==> src/rtl/bcd_digit_pkg.sv <==
package bcd_digit_pkg;

  localparam int DIGIT_W = 4;
  localparam logic [DIGIT_W-1:0] DIGIT_TOP = 4'd9;

  typedef enum logic [1:0] {
    OP_CLEAR = 2'd0,
    OP_LOAD  = 2'd1,
    OP_STEP  = 2'd2,
    OP_KEEP  = 2'd3
  } digit_op_t;

  // Successor in the decade ring; anything at or past the top returns to zero.
  function automatic logic [DIGIT_W-1:0] digit_succ(input logic [DIGIT_W-1:0] v);
    if (v >= DIGIT_TOP) digit_succ = '0;
    else                digit_succ = v + 1'b1;
  endfunction

  function automatic logic digit_is_top(input logic [DIGIT_W-1:0] v);
    digit_is_top = (v == DIGIT_TOP);
  endfunction

endpackage

==> src/rtl/bcd_op_select.sv <==
module bcd_op_select
  import bcd_digit_pkg::*;
(
  input  logic      clr_n,
  input  logic      ld_n,
  input  logic      en_par,
  input  logic      en_carry,
  output digit_op_t op
);
  // Fixed priority: clear, load, step, keep.
  always_comb begin
    if (!clr_n)                 op = OP_CLEAR;
    else if (!ld_n)             op = OP_LOAD;
    else if (en_par && en_carry) op = OP_STEP;
    else                        op = OP_KEEP;
  end
endmodule

==> src/rtl/bcd_next_value.sv <==
module bcd_next_value
  import bcd_digit_pkg::*;
#(
  parameter int W = DIGIT_W
) (
  input  digit_op_t      op,
  input  logic [W-1:0]   cur,
  input  logic [W-1:0]   din,
  output logic [W-1:0]   nxt
);
  always_comb begin
    unique case (op)
      OP_CLEAR: nxt = '0;
      OP_LOAD:  nxt = din;
      OP_STEP:  nxt = digit_succ(cur);
      default:  nxt = cur;
    endcase
  end
endmodule

==> src/rtl/bcd_tc_decode.sv <==
module bcd_tc_decode
  import bcd_digit_pkg::*;
#(
  parameter int W = DIGIT_W
) (
  input  logic [W-1:0] cur,
  input  logic         en_carry,
  output logic         tc
);
  always_comb tc = en_carry && digit_is_top(cur);
endmodule

==> src/rtl/bcd_digit_ctr.sv <==
module bcd_digit_ctr
  import bcd_digit_pkg::*;
#(
  parameter int W = DIGIT_W
) (
  input  logic         clk,
  input  logic         clr_n,
  input  logic         ld_n,
  input  logic [W-1:0] din,
  input  logic         en_par,
  input  logic         en_carry,
  output logic [W-1:0] q,
  output logic         tc
);
  digit_op_t    op_w;
  logic [W-1:0] nxt_w;
  logic [W-1:0] state_q;

  bcd_op_select u_sel (
    .clr_n    (clr_n),
    .ld_n     (ld_n),
    .en_par   (en_par),
    .en_carry (en_carry),
    .op       (op_w)
  );

  bcd_next_value #(.W(W)) u_nxt (
    .op  (op_w),
    .cur (state_q),
    .din (din),
    .nxt (nxt_w)
  );

  bcd_tc_decode #(.W(W)) u_tc (
    .cur      (state_q),
    .en_carry (en_carry),
    .tc       (tc)
  );

  always_ff @(posedge clk) state_q <= nxt_w;

  assign q = state_q;
endmodule

==> config.mk <==
export PLATFORM = sky130hd
export DESIGN_NAME = bcd_digit_ctr
export DESIGN_NICKNAME = d
export VERILOG_FILES = /design/src/rtl/bcd_digit_pkg.sv /design/src/rtl/bcd_op_select.sv /design/src/rtl/bcd_next_value.sv /design/src/rtl/bcd_tc_decode.sv /design/src/rtl/bcd_digit_ctr.sv
export SDC_FILE = /design/constraint.sdc
export NUM_CORES = 1
export LEC_CHECK = 0
export BUFFER_PORTS_ARGS = -buffer_cell sky130_fd_sc_hd__buf_2
export CAP_MARGIN = 30
export CORE_AREA = 5 5 42 44
export CTS_BUF_LIST = sky130_fd_sc_hd__clkbuf_16
export CTS_CLUSTER_SIZE = 12
export DETAILED_ROUTE_END_ITERATION = 8
export DIE_AREA = 0 0 47 49
export PLACE_DENSITY = 0.43
export SYNTH_ARGS = -nofsm -noshare
export SYNTH_HDL_FRONTEND = slang
export SYNTH_SLANG_ARGS = --single-unit
==> constraint.sdc <==
create_clock -name clk -period 1.6 [get_ports clk]
set_clock_uncertainty 0.1 [all_clocks]
set_input_delay 0.32 -clock clk [delete_from_list [all_inputs] [get_ports clk]]
set_output_delay 0.32 -clock clk [all_outputs]
set_load 0.01 [all_outputs]
After elaboration in Yosys (flattened, before gate mapping):

Index checks and enable logic that the tools add are counted.

* flip-flop bits (word level): 4
* input port bits: 9
* output and inout port bits: 5
* word-level logic and storage cells: 15

* $add $sub $neg: 1
* magnitude comparators: 1
* equality and inequality tests: 3
* muxes and demuxes: 5
* reduce and logical (&&, ||, !) cells: 4

Operator list (count)
* $pmux W4 S3: 1
* $add A4 B1 Y4 const B: 1
* $eq A4 B4 Y1 const B: 1
* $ge A4 B4 Y1 const B: 1
* $mux W2: 2
* $mux W4: 1
* $reduce_bool A3 Y1: 1
* $eq A2 B1 Y1 const B: 1
* $eq A2 B2 Y1 const B: 1
* $logic_and A1 B1 Y1: 2
* $logic_not A2 Y1: 1
* $mux W1: 1

Longest topological paths before layout:

Gate-level depths: netlist of the first run.

* depth after elaboration: 6
* gate-level depth with buffers: 5
* depth with buffers taken out: 5

Modules after synthesis:

From an unflattened synthesis of the first run, not the netlist that was laid out.

* cell total of the unflattened synthesis: 32
* area, all modules: 295.3 um2

Modules (own cells, without submodules)
* bcd_next_value: instances 1, cells an instance 23, area an instance 185.2 um2, seq. area each 0.0 um2
* bcd_digit_ctr: instances 1, cells an instance 4, area an instance 80.1 um2, seq. area each 80.1 um2
* bcd_op_select: instances 1, cells an instance 3, area an instance 17.5 um2, seq. area each 0.0 um2
* bcd_tc_decode: instances 1, cells an instance 2, area an instance 12.5 um2, seq. area each 0.0 um2

Worst setup path after synthesis of the first run:

OpenSTA, ideal clock, no wires.

* path kind: flip-flop to flip-flop
* from: register state_q[0] (netlist: q[0])
* to: register state_q[2] (netlist: q[2]), data pin
* library setup time: 0.128 ns
* arrival: 1.383 ns
* required time: 1.372 ns
* path slack: -0.011 ns
* cell stages (with the launch flop): 5
* buffers on the path: 0
* period minus slack after synthesis: 1.611 ns
* cells stage by stage: edfxtp_1 ha_1 or3b_4 a21oi_2 a22o_2

* cells in the longest elaborated chain, start to end: 3
* elaborated cells on any way between the ends: 4
* those cells by class: 1 x add/sub; 1 x order compare; 2 x mux

Ends and longest elaborated chain
* from (decl): line bcd_digit_ctr.sv:17 `logic [W-1:0] state_q;`
* from (signal assigned): line bcd_digit_ctr.sv:40 `always_ff @(posedge clk) state_q <= nxt_w;`
* $add A4 B1 Y4 / $ge A4 B4 Y1 (equally long branches): line bcd_digit_pkg.sv:16, bcd_digit_pkg.sv:15
* $mux W4 (*): line bcd_digit_pkg.sv:15 `if (v >= DIGIT_TOP) digit_succ = '0;`
* $pmux W4 S3 (*): line bcd_next_value.sv:12 `unique case (op)`
* via nxt_w[2]: line bcd_digit_ctr.sv:16 `logic [W-1:0] nxt_w;`

The timed path passes the listed nets; every way through them passes the cells marked *.
A chain may end at the register's enable or synchronous reset.

Worst setup path after layout of the first run:

* from: register state_q[1] (netlist: q[1])
* to: output port tc

* cells in the longest elaborated chain, start to end: 2

Ends and longest elaborated chain
* $eq A4 B4 Y1: line bcd_digit_pkg.sv:20 `digit_is_top = (v == DIGIT_TOP);`
* $logic_and A1 B1 Y1: line bcd_tc_decode.sv:10 `always_comb tc = en_carry && digit_is_top(cur);`
* to (decl): line bcd_digit_ctr.sv:13 `output logic tc`

No other way between the ends.

==> impl_metrics.ini, run 1 <==
[status]
outcome = complete, no violations

[logic_synthesis]
synthesis.area_um2 = 280
synthesized_area_fraction_occupied_by_xor_and_xnor_cells_pct = 3.13
syn_inst = 26
netlist-cell-type-count = 16
synthesis.area_per_instance_um2 = 10.8
synth_compound_gate_area_share_pct = 17.4
post_synth_and_or_nand_nor_area_fraction_pct = 19.2
synth_top_family_by_area = simple AND/OR/NAND/NOR gates
leading_post_synthesis_cells_by_cell_area = sky130_fd_sc_hd__edfxtp_1 43%, sky130_fd_sc_hd__ha_1 13%, sky130_fd_sc_hd__a22o_1 6.3%
yosysTopAreaCellShare_pct = 42.9
mappedNetlistNets = 38
yosysTopAreaCell = sky130_fd_sc_hd__edfxtp_1
flop_and_latch_count_out_of_synthesis = 4
synth.yosys.warnings = 0
synth-seq-area-share_pct = 42.9
muxShareOfSynthArea_pct = 0
synth_fa_ha_area_share_pct = 13.4

[routing]
drcViolationCount = 0
via_count = 276
final_antenna_net_count = 0
drt_wl_total_um = 705
wl_per_cell_um = 11.4
drtIter0Drc = 1
routed_via_density = 4.45
iteration_count_of_the_initial_detailed_routing_pass = 3

[sta]
timing.final.crit_share_pct = 99.1
final-setup-viol-count = 0
timing_worst_slew_pin_value_ps = 279
number_of_endpoints_with_negative_hold_slack_in_the_final_report = 0
fin_tns_setup_ps = 0
number_of_max_slew_violations_in_the_final_report = 0
rsz0062_at_grt = yes
final.min_clock_period_ps = 1580
clock.fmax_mhz = 631
slew_headroom_pct = 81.4
final.setup.worst_slack_ps = 15.1

[critical_path]
setup.worst_path.start_class = register
crit_path_max_fanout = 2
timing.reg2reg.worst_path_depth = 4
setup.reg_to_reg.worst_slack_ps = 20
timing.critical_path.max_delay_family = flip-flops
slowest_delay_ps = 390
cpMaxStageDelayCell = sky130_fd_sc_hd__edfxtp_1
cp_cell_sequence = inv_2 -> ha_2 -> nand2_1 -> nor3_1 -> buf_2
reg2reg_to = q[1]
setup.worst_path.end = tc
worst_setup_path_startpoint = q[1]
worst-path-stages = 5
reg2reg_from = q[0]
cp_bufs_invs = 2
worstPathRequired_ps = 1180
criticalPathCategory = reg -> out
worst-endpoint-arrival_ps = 1160
critical_path.endpoint_type = primary output

[global_route]
overflow = 0
first_global_vias = 286
pin_count_of_the_biggest_net_entering_global_routing = 5
grt.total_usage_pct = 7.99
grt_antenna_before_repair = 0
grt_first_pass_wirelength_mm = 1.18

[worst_hold_path]
worst_hold_path_type = in -> reg

[clock_network]
cts_inserted_buffers = 3
cts-root-to-sink-buffers = 2
htree_levels = 1
clock_insertion_delay_worst_skew_ps = 220
holdBufCountCts = 0
tritoncts = done
cts_sinks = 4
clk_pin_slew_ps = 30
clock_tree.root_cell = sky130_fd_sc_hd__clkbuf_16

[floorplanning]
starting_density_pct = 20.0
die_height_um = 49
die_w_um = 47
core.rowCount = 14
fp.dieArea_mm2 = 0.00230
core_region_area_mm2 = 0.00140
io_pins = 14

[layout]
fraction_of_final_layout_cells_sized_beyond_drive_strength_1_pct = 56.5
n_antenna_cell = 0
fin_nets = 60
largest_reg_flops = 4
area_growth_syn_to_layout_pct = 71.4

[placement]
port-buffer-count = 13
finalWeightedCongestion = 0.710
dpl_worst_slack_ps = 12.1
dpl.hpwl_um = 588

[power]
leakage_nw = 0.226
maximum_vdd_drop_mv = 0.571
p_total_mw = 0.597
power.density_mw_per_mm2 = 1240

[flow_run]
max_cap_violations = 0
==> stage by stage <==
| step | hold slack [ps] | utilization (%) | area (um^2) | std cells |
|---|---|---|---|---|
| after floorplan | 414 | - | 283 | 26 |
| after global placement | 509 | 28.4 | 398 | 59 |
| after detailed placement | 509 | 28.4 | 398 | 59 |
| after CTS | 285 | 33.8 | 473 | 62 |
| after global routing | 296 | 34.3 | 480 | 62 |
| final | 283 | 34.3 | 480 | 62 |
==> layout make-up <==
cell class                      instances  area (um^2)
Fill cell                             153          921
Multi-Input combinational cell         19          159
Sequential cell                         4          120
Timing Repair Buffer                   17         95.1
Clock buffer                            3         75.1
Tap cell                               16         20.0
Inverter                                3         11.3
==> layout by cell type (no fill, tap or decap), types with 2 or more instances in the layout <==
master / synthesis / final
sky130_fd_sc_hd__inv_2: 0 / 2
sky130_fd_sc_hd__edfxtp_1: 4 / 4
sky130_fd_sc_hd__a22o_1: 2 / 2
sky130_fd_sc_hd__buf_2: 0 / 13
sky130_fd_sc_hd__clkbuf_16: 0 / 3
sky130_fd_sc_hd__buf_4: 0 / 4
sky130_fd_sc_hd__nand2_1: 3 / 3
sky130_fd_sc_hd__ha_1: 3 / 2
==> cells in the mapped netlist <==
cell                       n
sky130_fd_sc_hd__a21oi_2   1
sky130_fd_sc_hd__a22o_1    2
sky130_fd_sc_hd__a22o_2    1
sky130_fd_sc_hd__edfxtp_1  4
sky130_fd_sc_hd__ha_1      3
sky130_fd_sc_hd__inv_1     3
sky130_fd_sc_hd__nand2_1   3
sky130_fd_sc_hd__nand3_1   1
sky130_fd_sc_hd__nand4_1   1
sky130_fd_sc_hd__nand4b_1  1
sky130_fd_sc_hd__nor2b_1   1
sky130_fd_sc_hd__nor3_1    1
sky130_fd_sc_hd__o21a_1    1
sky130_fd_sc_hd__o21ai_1   1
sky130_fd_sc_hd__or3b_4    1
sky130_fd_sc_hd__xor2_1    1
==> worst min-delay path by stage <==
stage,startpoint,to,slack (ps),cells past startpoint
6_report,din[3],q[3],280,3
3_5_place_dp,din[3],q[3],510,3
2_1_floorplan,din[3],q[3],410,2
3_3_place_gp,din[3],q[3],510,3
5_1_grt,din[3],q[3],300,3
4_1_cts,din[3],q[3],290,3
==> where the power goes <==
part	internal, mW	switching, mW	leakage (nW)	total [mW]
logic	0.0424	0.0374	0.144	0.0798
clock network	0.319	0.0639	0.0370	0.383
registers	0.126	0.00785	0.0448	0.134
total	0.487	0.109	0.226	0.597
==> layer usage <==
layer	GRT usage, %	share of wire (%)
met5	0	0
met4	12.4	6.8
met3	2.95	6.1
met2	9.28	48
met1	8.24	38
==> logic make-up after synthesis <==
| kind of cell | Yosys count |
|---|---|
| simple gates | 9 |
| compound gates | 6 |
| xor+xnor | 1 |
| flops | 4 |
| buf+inv | 3 |
| fa+ha+maj | 3 |
==> what timing repair did <==
| action | in CTS | in global routing |
|---|---|---|
| hold endpoints to repair | 0 | 0 |
| endpoints found under the setup margin | 1 | 5 |
| setup buffers | 0 | 0 |
| pin swaps | 0 | 3 |
| resized for setup | 1 | 2 |
==> worst reg2reg max path, delay by kind of cell, from the launching register on <==
kind / cells / cell delay [ps]
flip-flops: 1 / 430
AND/OR/NAND/NOR: 1 / 390
AO/OA/AOI/OAI: 2 / 310
adder cells (fa/ha/maj): 1 / 220
Note: power is estimated with default switching activity, not from simulation.
==> run 2, diff against run 1 <==
PLACE_DENSITY = unset   (was 0.43)
PLACE_DENSITY_LB_ADDON = 0.05   (was unset)
==> run 2 against run 1 <==
  * Die area did not move
  * Global-route usage down 0.14 points
  * Clock power rose by 2%
  * Register-to-register slack lost 30 ps
  * Sequential power about the same
  * Sequential share of layout area decreased by 1.7 points
  * The flow now finishes with violations (setup timing)
  * Critical path type is now reg -> reg
  * Final cell count grew 6.5%
  * Maximum frequency fell by 1.7%
  * Routed wire length up 14%
  * Worst hold slack gained 3.1 ps
  * Via count increased by 5.1%
==> impl_metrics.ini, run 2 (synthesized netlist as in run 1, its figures left out) <==
[status]
outcome = finished, violations left
failed_checks = setup timing

[global_route]
grt_antenna_before_repair = 0
grt.total_usage_pct = 7.85
grt_first_pass_wirelength_mm = 1.26
pin_count_of_the_biggest_net_entering_global_routing = 5
overflow = 0
first_global_vias = 323

[clock_network]
clock_insertion_delay_worst_skew_ps = 220
cts_inserted_buffers = 3
clk_pin_slew_ps = 30
clock_tree.root_cell = sky130_fd_sc_hd__clkbuf_16
cts_sinks = 4
cts-root-to-sink-buffers = 2
htree_levels = 1
tritoncts = done

[floorplanning]
io_pins = 14
starting_density_pct = 20.0
die_height_um = 49
fp.dieArea_mm2 = 0.00230
core_region_area_mm2 = 0.00140
core.rowCount = 14
die_w_um = 47

[routing]
dr.max_layer_used = met4
routed_via_density = 4.39
met2_wl_post_dr_um = 398
iteration_count_of_the_initial_detailed_routing_pass = 1
drcViolationCount = 0
via_count = 290
wl_per_cell_um = 12.1
drt_wl_total_um = 801
drtIter0Drc = 0
m1_wire_length_um = 323
final_antenna_net_count = 0
detailed_route_wirelength_on_metal3_um = 48

[worst_hold_path]
worst_hold_path_type = in -> reg
min_from = din[3]

[critical_path]
setup.worst_path.start_class = register
critical_path.endpoint_type = register
worstPathRequired_ps = 1470
worst-endpoint-arrival_ps = 1490
reg2reg_from = q[0]
crit_path_max_fanout = 3
critical-path-top-cell-by-count = sky130_fd_sc_hd__buf_4
cp_cell_sequence = buf_4 -> buf_4 -> ha_1 -> xor2_1 -> a22o_2
slowest_delay_ps = 420
worst_setup_path_startpoint = q[0]
criticalPathCategory = reg -> reg
cpMaxStageDelayCell = sky130_fd_sc_hd__edfxtp_1

[sta]
timing.final.crit_share_pct = 101
number_of_endpoints_with_negative_hold_slack_in_the_final_report = 0
final.min_clock_period_ps = 1610
final-setup-viol-count = 2
slew_headroom_pct = 77.9
rsz0062_at_grt = yes
number_of_max_slew_violations_in_the_final_report = 0
final.setup.worst_slack_ps = -12.8
timing_worst_slew_pin_value_ps = 331
clock.fmax_mhz = 620

[power]
power.density_mw_per_mm2 = 1200
leakage_nw = 0.247
p_total_mw = 0.620
maximum_vdd_drop_mv = 0.655

[layout]
fillerInstances = 154
n_antenna_cell = 0
area_growth_syn_to_layout_pct = 83.9
layout_commonest_cell = sky130_fd_sc_hd__buf_2
fraction_of_final_layout_cells_sized_beyond_drive_strength_1_pct = 62.0
layout.cells.most_common_list = 13 x sky130_fd_sc_hd__buf_2, 8 x sky130_fd_sc_hd__buf_4, 4 x sky130_fd_sc_hd__edfxtp_1, 3 x sky130_fd_sc_hd__nand2_1, 3 x sky130_fd_sc_hd__clkbuf_16
final-seq-area_um2 = 120
fin_nets = 64
multiInputGateArea_um2 = 164
design_area_um2 = 515
largest_reg_flops = 4
layout.core_utilization_pct = 36.8

[flow_run]
max_cap_violations = 0

[placement]
port-buffer-count = 13
postPlaceCellArea_um2 = 398
finalWeightedCongestion = 0.610
## run 2: cell count changes in the layout (fill, tap and decap cells not counted), sizes merged
| cell | change |
|---|---|
| buf | +4 |
## run 2: critical path: cells and delay by family (launching register included)
| family | cells | cell delay, ps |
|---|---|---|
| compound gates | 1 | 200 |
| buf+inv | 2 | 290 |
| xor+xnor | 1 | 160 |
| fa+ha+maj | 1 | 190 |
| flops | 1 | 420 |
## run 2: area by class of cell
type | count | share of cell area [%]
timing repair buffer | 21 | 24.3
sequential | 4 | 23.3
tap | 16 | 3.88
multi-input combinational | 19 | 31.8
clock buffer | 3 | 14.6
inverter | 3 | 2.18
## run 2: timing repair
action	CTS	global route
buffers inserted	2	2
pin swaps	1	3
endpoints found under the setup margin	5	5
gates resized for setup	2	2
hold buffers	0	0
## run 2: worst paths after layout
path                to  slack, ps  depth (start not counted)
setup reg to reg  q[2]        -10                          5
setup / recovery  q[2]        -10                          5
hold / removal    q[3]        290                          3
hold reg to reg   q[1]        700                          3
## run 2: stage by stage
stage | cells | hold slack, ps | worst slack (ps) | TNS, ps
finish | 66 | 286 | -12.8 | -14.1
global route | 66 | 295 | -56.8 | -213
CTS | 64 | 292 | -27.8 | -30.0
detailed placement | 59 | 521 | -40.8 | -111
global placement | 59 | 503 | -57.3 | -156
floorplan | 26 | 414 | 14.0 | 0
## run 2: per-layer routing
| layer | track usage, % | up-vias |
|---|---|---|
| met2 | 11.8 | 11 |
| met3 | 2.95 | 3 |
| met1 | 8.02 | 131 |
| li1 | - | 145 |
| met4 | 6.91 | 0 |
| met5 | 0 | - |
## run 2: power breakdown
| group | internal (mW) | leakage [nW] | switching (mW) |
|---|---|---|---|
| clock network | 0.319 | 0.0370 | 0.0711 |
| logic | 0.0529 | 0.165 | 0.0428 |
| registers | 0.126 | 0.0448 | 0.00732 |
==> run 3, diff against run 2 <==
CELL_PAD_IN_SITES_DETAIL_PLACEMENT = 2   (was unset)
CELL_PAD_IN_SITES_GLOBAL_PLACEMENT = 2   (was unset)
CORE_AREA = unset   (was 5 5 42 44)
CORE_MARGIN = 5   (was unset)
CORE_UTILIZATION = 20   (was unset)
DIE_AREA = unset   (was 0 0 47 49)
==> run 3 against run 2 <==
  * The run still ends with setup timing left
  * Via count increased by 0.69%
  * Largest power group unchanged
  * Sequential cell count unchanged
  * Largest cell class unchanged
  * Setup slack lost 1.6 ps
==> impl_metrics.ini, run 3 (synthesized netlist as in run 1, its figures left out) <==
[status]
outcome = finished, violations left
failed_checks = setup timing

[floorplanning]
core_region_area_mm2 = 0.00132
fp.dieArea_mm2 = 0.00225
io_pins = 14
starting_density_pct = 21.3
die_w_um = 47.4
core.rowCount = 13
die_height_um = 47.4

[placement]
port-buffer-count = 13
postPlaceCellArea_um2 = 389
dpl.hpwl_um = 808
dp.cells = 57
finalWeightedCongestion = 0.665

[routing]
routed_via_density = 4.63
drcViolationCount = 0
via_count = 292
iteration_count_of_the_initial_detailed_routing_pass = 1
wl_per_cell_um = 16.7
drt_wl_total_mm = 1.05
final_antenna_net_count = 0
drtIter0Drc = 0

[critical_path]
setup.reg_to_reg.worst_slack_ps = -10
crit_path_max_fanout = 3
criticalPathCategory = reg -> reg
cpMaxStageDelayCell = sky130_fd_sc_hd__edfxtp_1
cp_cell_sequence = inv_2 -> ha_1 -> or3b_4 -> o21a_1 -> o21ai_1
worstPathRequired_ps = 1580
setup.worst_path.start_class = register
worst-endpoint-arrival_ps = 1590
slowest_delay_ps = 440
critical_path.endpoint_type = register

[global_route]
overflow = 0
first_global_vias = 354
grt.total_usage_pct = 11.7
grt_antenna_before_repair = 0
pin_count_of_the_biggest_net_entering_global_routing = 5
grt_first_pass_wirelength_mm = 1.64

[layout]
n_antenna_cell = 0
layout_commonest_cell = sky130_fd_sc_hd__buf_2
multiInputGateArea_um2 = 179
layout.cells.most_common_list = 13 x sky130_fd_sc_hd__buf_2, 6 x sky130_fd_sc_hd__buf_4, 4 x sky130_fd_sc_hd__edfxtp_1, 3 x sky130_fd_sc_hd__nand2_1, 3 x sky130_fd_sc_hd__clkbuf_16
fillerInstances = 143
fraction_of_final_layout_cells_sized_beyond_drive_strength_1_pct = 62.5
fin_nets = 62
layoutNonFillerInstCount = 63
design_area_um2 = 514
area_growth_syn_to_layout_pct = 83.5
final-seq-area_um2 = 120
largest_reg_flops = 4

[power]
switching_share_pct = 20.5
power_frac_seq_pct = 21.7
power.density_mw_per_mm2 = 1210
p_total_mw = 0.623
power.switching_mw = 0.127
intPower_mw = 0.496
p_clk_share_pct = 62.6
comb_power_share_pct = 15.7
maximum_vdd_drop_mv = 0.772
leakage_nw = 0.234

[clock_network]
clock_insertion_delay_worst_skew_ps = 220
cts_sinks = 4
cts-root-to-sink-buffers = 2
clock_tree.root_cell = sky130_fd_sc_hd__clkbuf_16
tritoncts = done
htree_levels = 1
clk_pin_slew_ps = 30
cts_inserted_buffers = 3

[sta]
finalHoldWorstSlack_ps = 284
final.min_clock_period_ps = 1610
slew_headroom_pct = 79.6
clock.fmax_mhz = 619
number_of_max_slew_violations_in_the_final_report = 0
rsz0062_at_grt = yes
timing.final.crit_share_pct = 101
timing_worst_slew_pin_value_ps = 305
final-setup-viol-count = 3
final.setup.worst_slack_ps = -14.4
number_of_endpoints_with_negative_hold_slack_in_the_final_report = 0

[worst_hold_path]
worst_hold_path_type = in -> reg

[flow_run]
max_cap_violations = 0
[run 3: changes by cell type in the layout (fill, tap and decap cells not counted)]
cell | previous run | this run
sky130_fd_sc_hd__buf_4 | 8 | 6
sky130_fd_sc_hd__xor2_2 | 0 | 1
sky130_fd_sc_hd__xor2_1 | 1 | 0
sky130_fd_sc_hd__ha_1 | 2 | 1
sky130_fd_sc_hd__nor3_2 | 1 | 0
sky130_fd_sc_hd__ha_4 | 0 | 1
sky130_fd_sc_hd__nor3_1 | 0 | 1
[run 3: worst max-delay path, delay by kind of cell, from the launching register on]
| family | cells | cell delay [ps] |
|---|---|---|
| AND/OR/NAND/NOR | 1 | 390 |
| AO/OA/AOI/OAI | 2 | 310 |
| buffers and inverters | 1 | 100 |
| adder cells (fa/ha/maj) | 1 | 130 |
| flip-flops | 1 | 440 |
[run 3: power groups by stage]
stage / clock, mW / sequential (mW) / combinational, mW
2_1_floorplan: 0 / 0.141 / 0.0317
3_3_place_gp: 0 / 0.136 / 0.0755
3_5_place_dp: 0 / 0.135 / 0.0809
4_1_cts: 0.397 / 0.135 / 0.0949
5_1_grt: 0.405 / 0.136 / 0.108
6_report: 0.390 / 0.135 / 0.0977
[run 3: cell type report]
type	instances	area share (%)
tap	15	3.65
inverter	3	2.19
clock buffer	3	14.6
timing repair buffer	19	21.4
multi-input combinational	19	34.8
sequential	4	23.4
[run 3: worst paths after layout]
kind | endpoint | from | cells after the start
worst max-delay path | q[3] | q[0] | 5
worst min-delay path | q[3] | din[3] | 3
worst max register to register | q[3] | q[0] | 5
worst min register to register | q[1] | q[1] | 3
[run 3: through the flow]
| stage | util [%] | worst slack [ps] | TNS (ps) |
|---|---|---|---|
| 6_report | 39.0 | -14.4 | -40.6 |
| 5_1_grt | 39.0 | -98.1 | -420 |
| 4_1_cts | 38.5 | -25.2 | -41.3 |
| 3_5_place_dp | 29.5 | -53.6 | -130 |
| 3_3_place_gp | 29.5 | 14.6 | 0 |
| 2_1_floorplan | - | 14.0 | 0 |
[run 3: what timing repair did]
action                                  in CTS  in global routing
buffers inserted                             2                  1
pin swaps                                    0                  0
resized for setup                            6                  0
endpoints found under the setup margin       5                  5
gates cloned                                 0                  0
hold buffers                                 0                  0
[run 3: metal layers]
metal | GRT usage (%) | routed length, um
met3 | 7.14 | 82
met4 | 4.97 | 0
met1 | 11.1 | 383
met5 | 0 | 0
met2 | 20.1 | 584
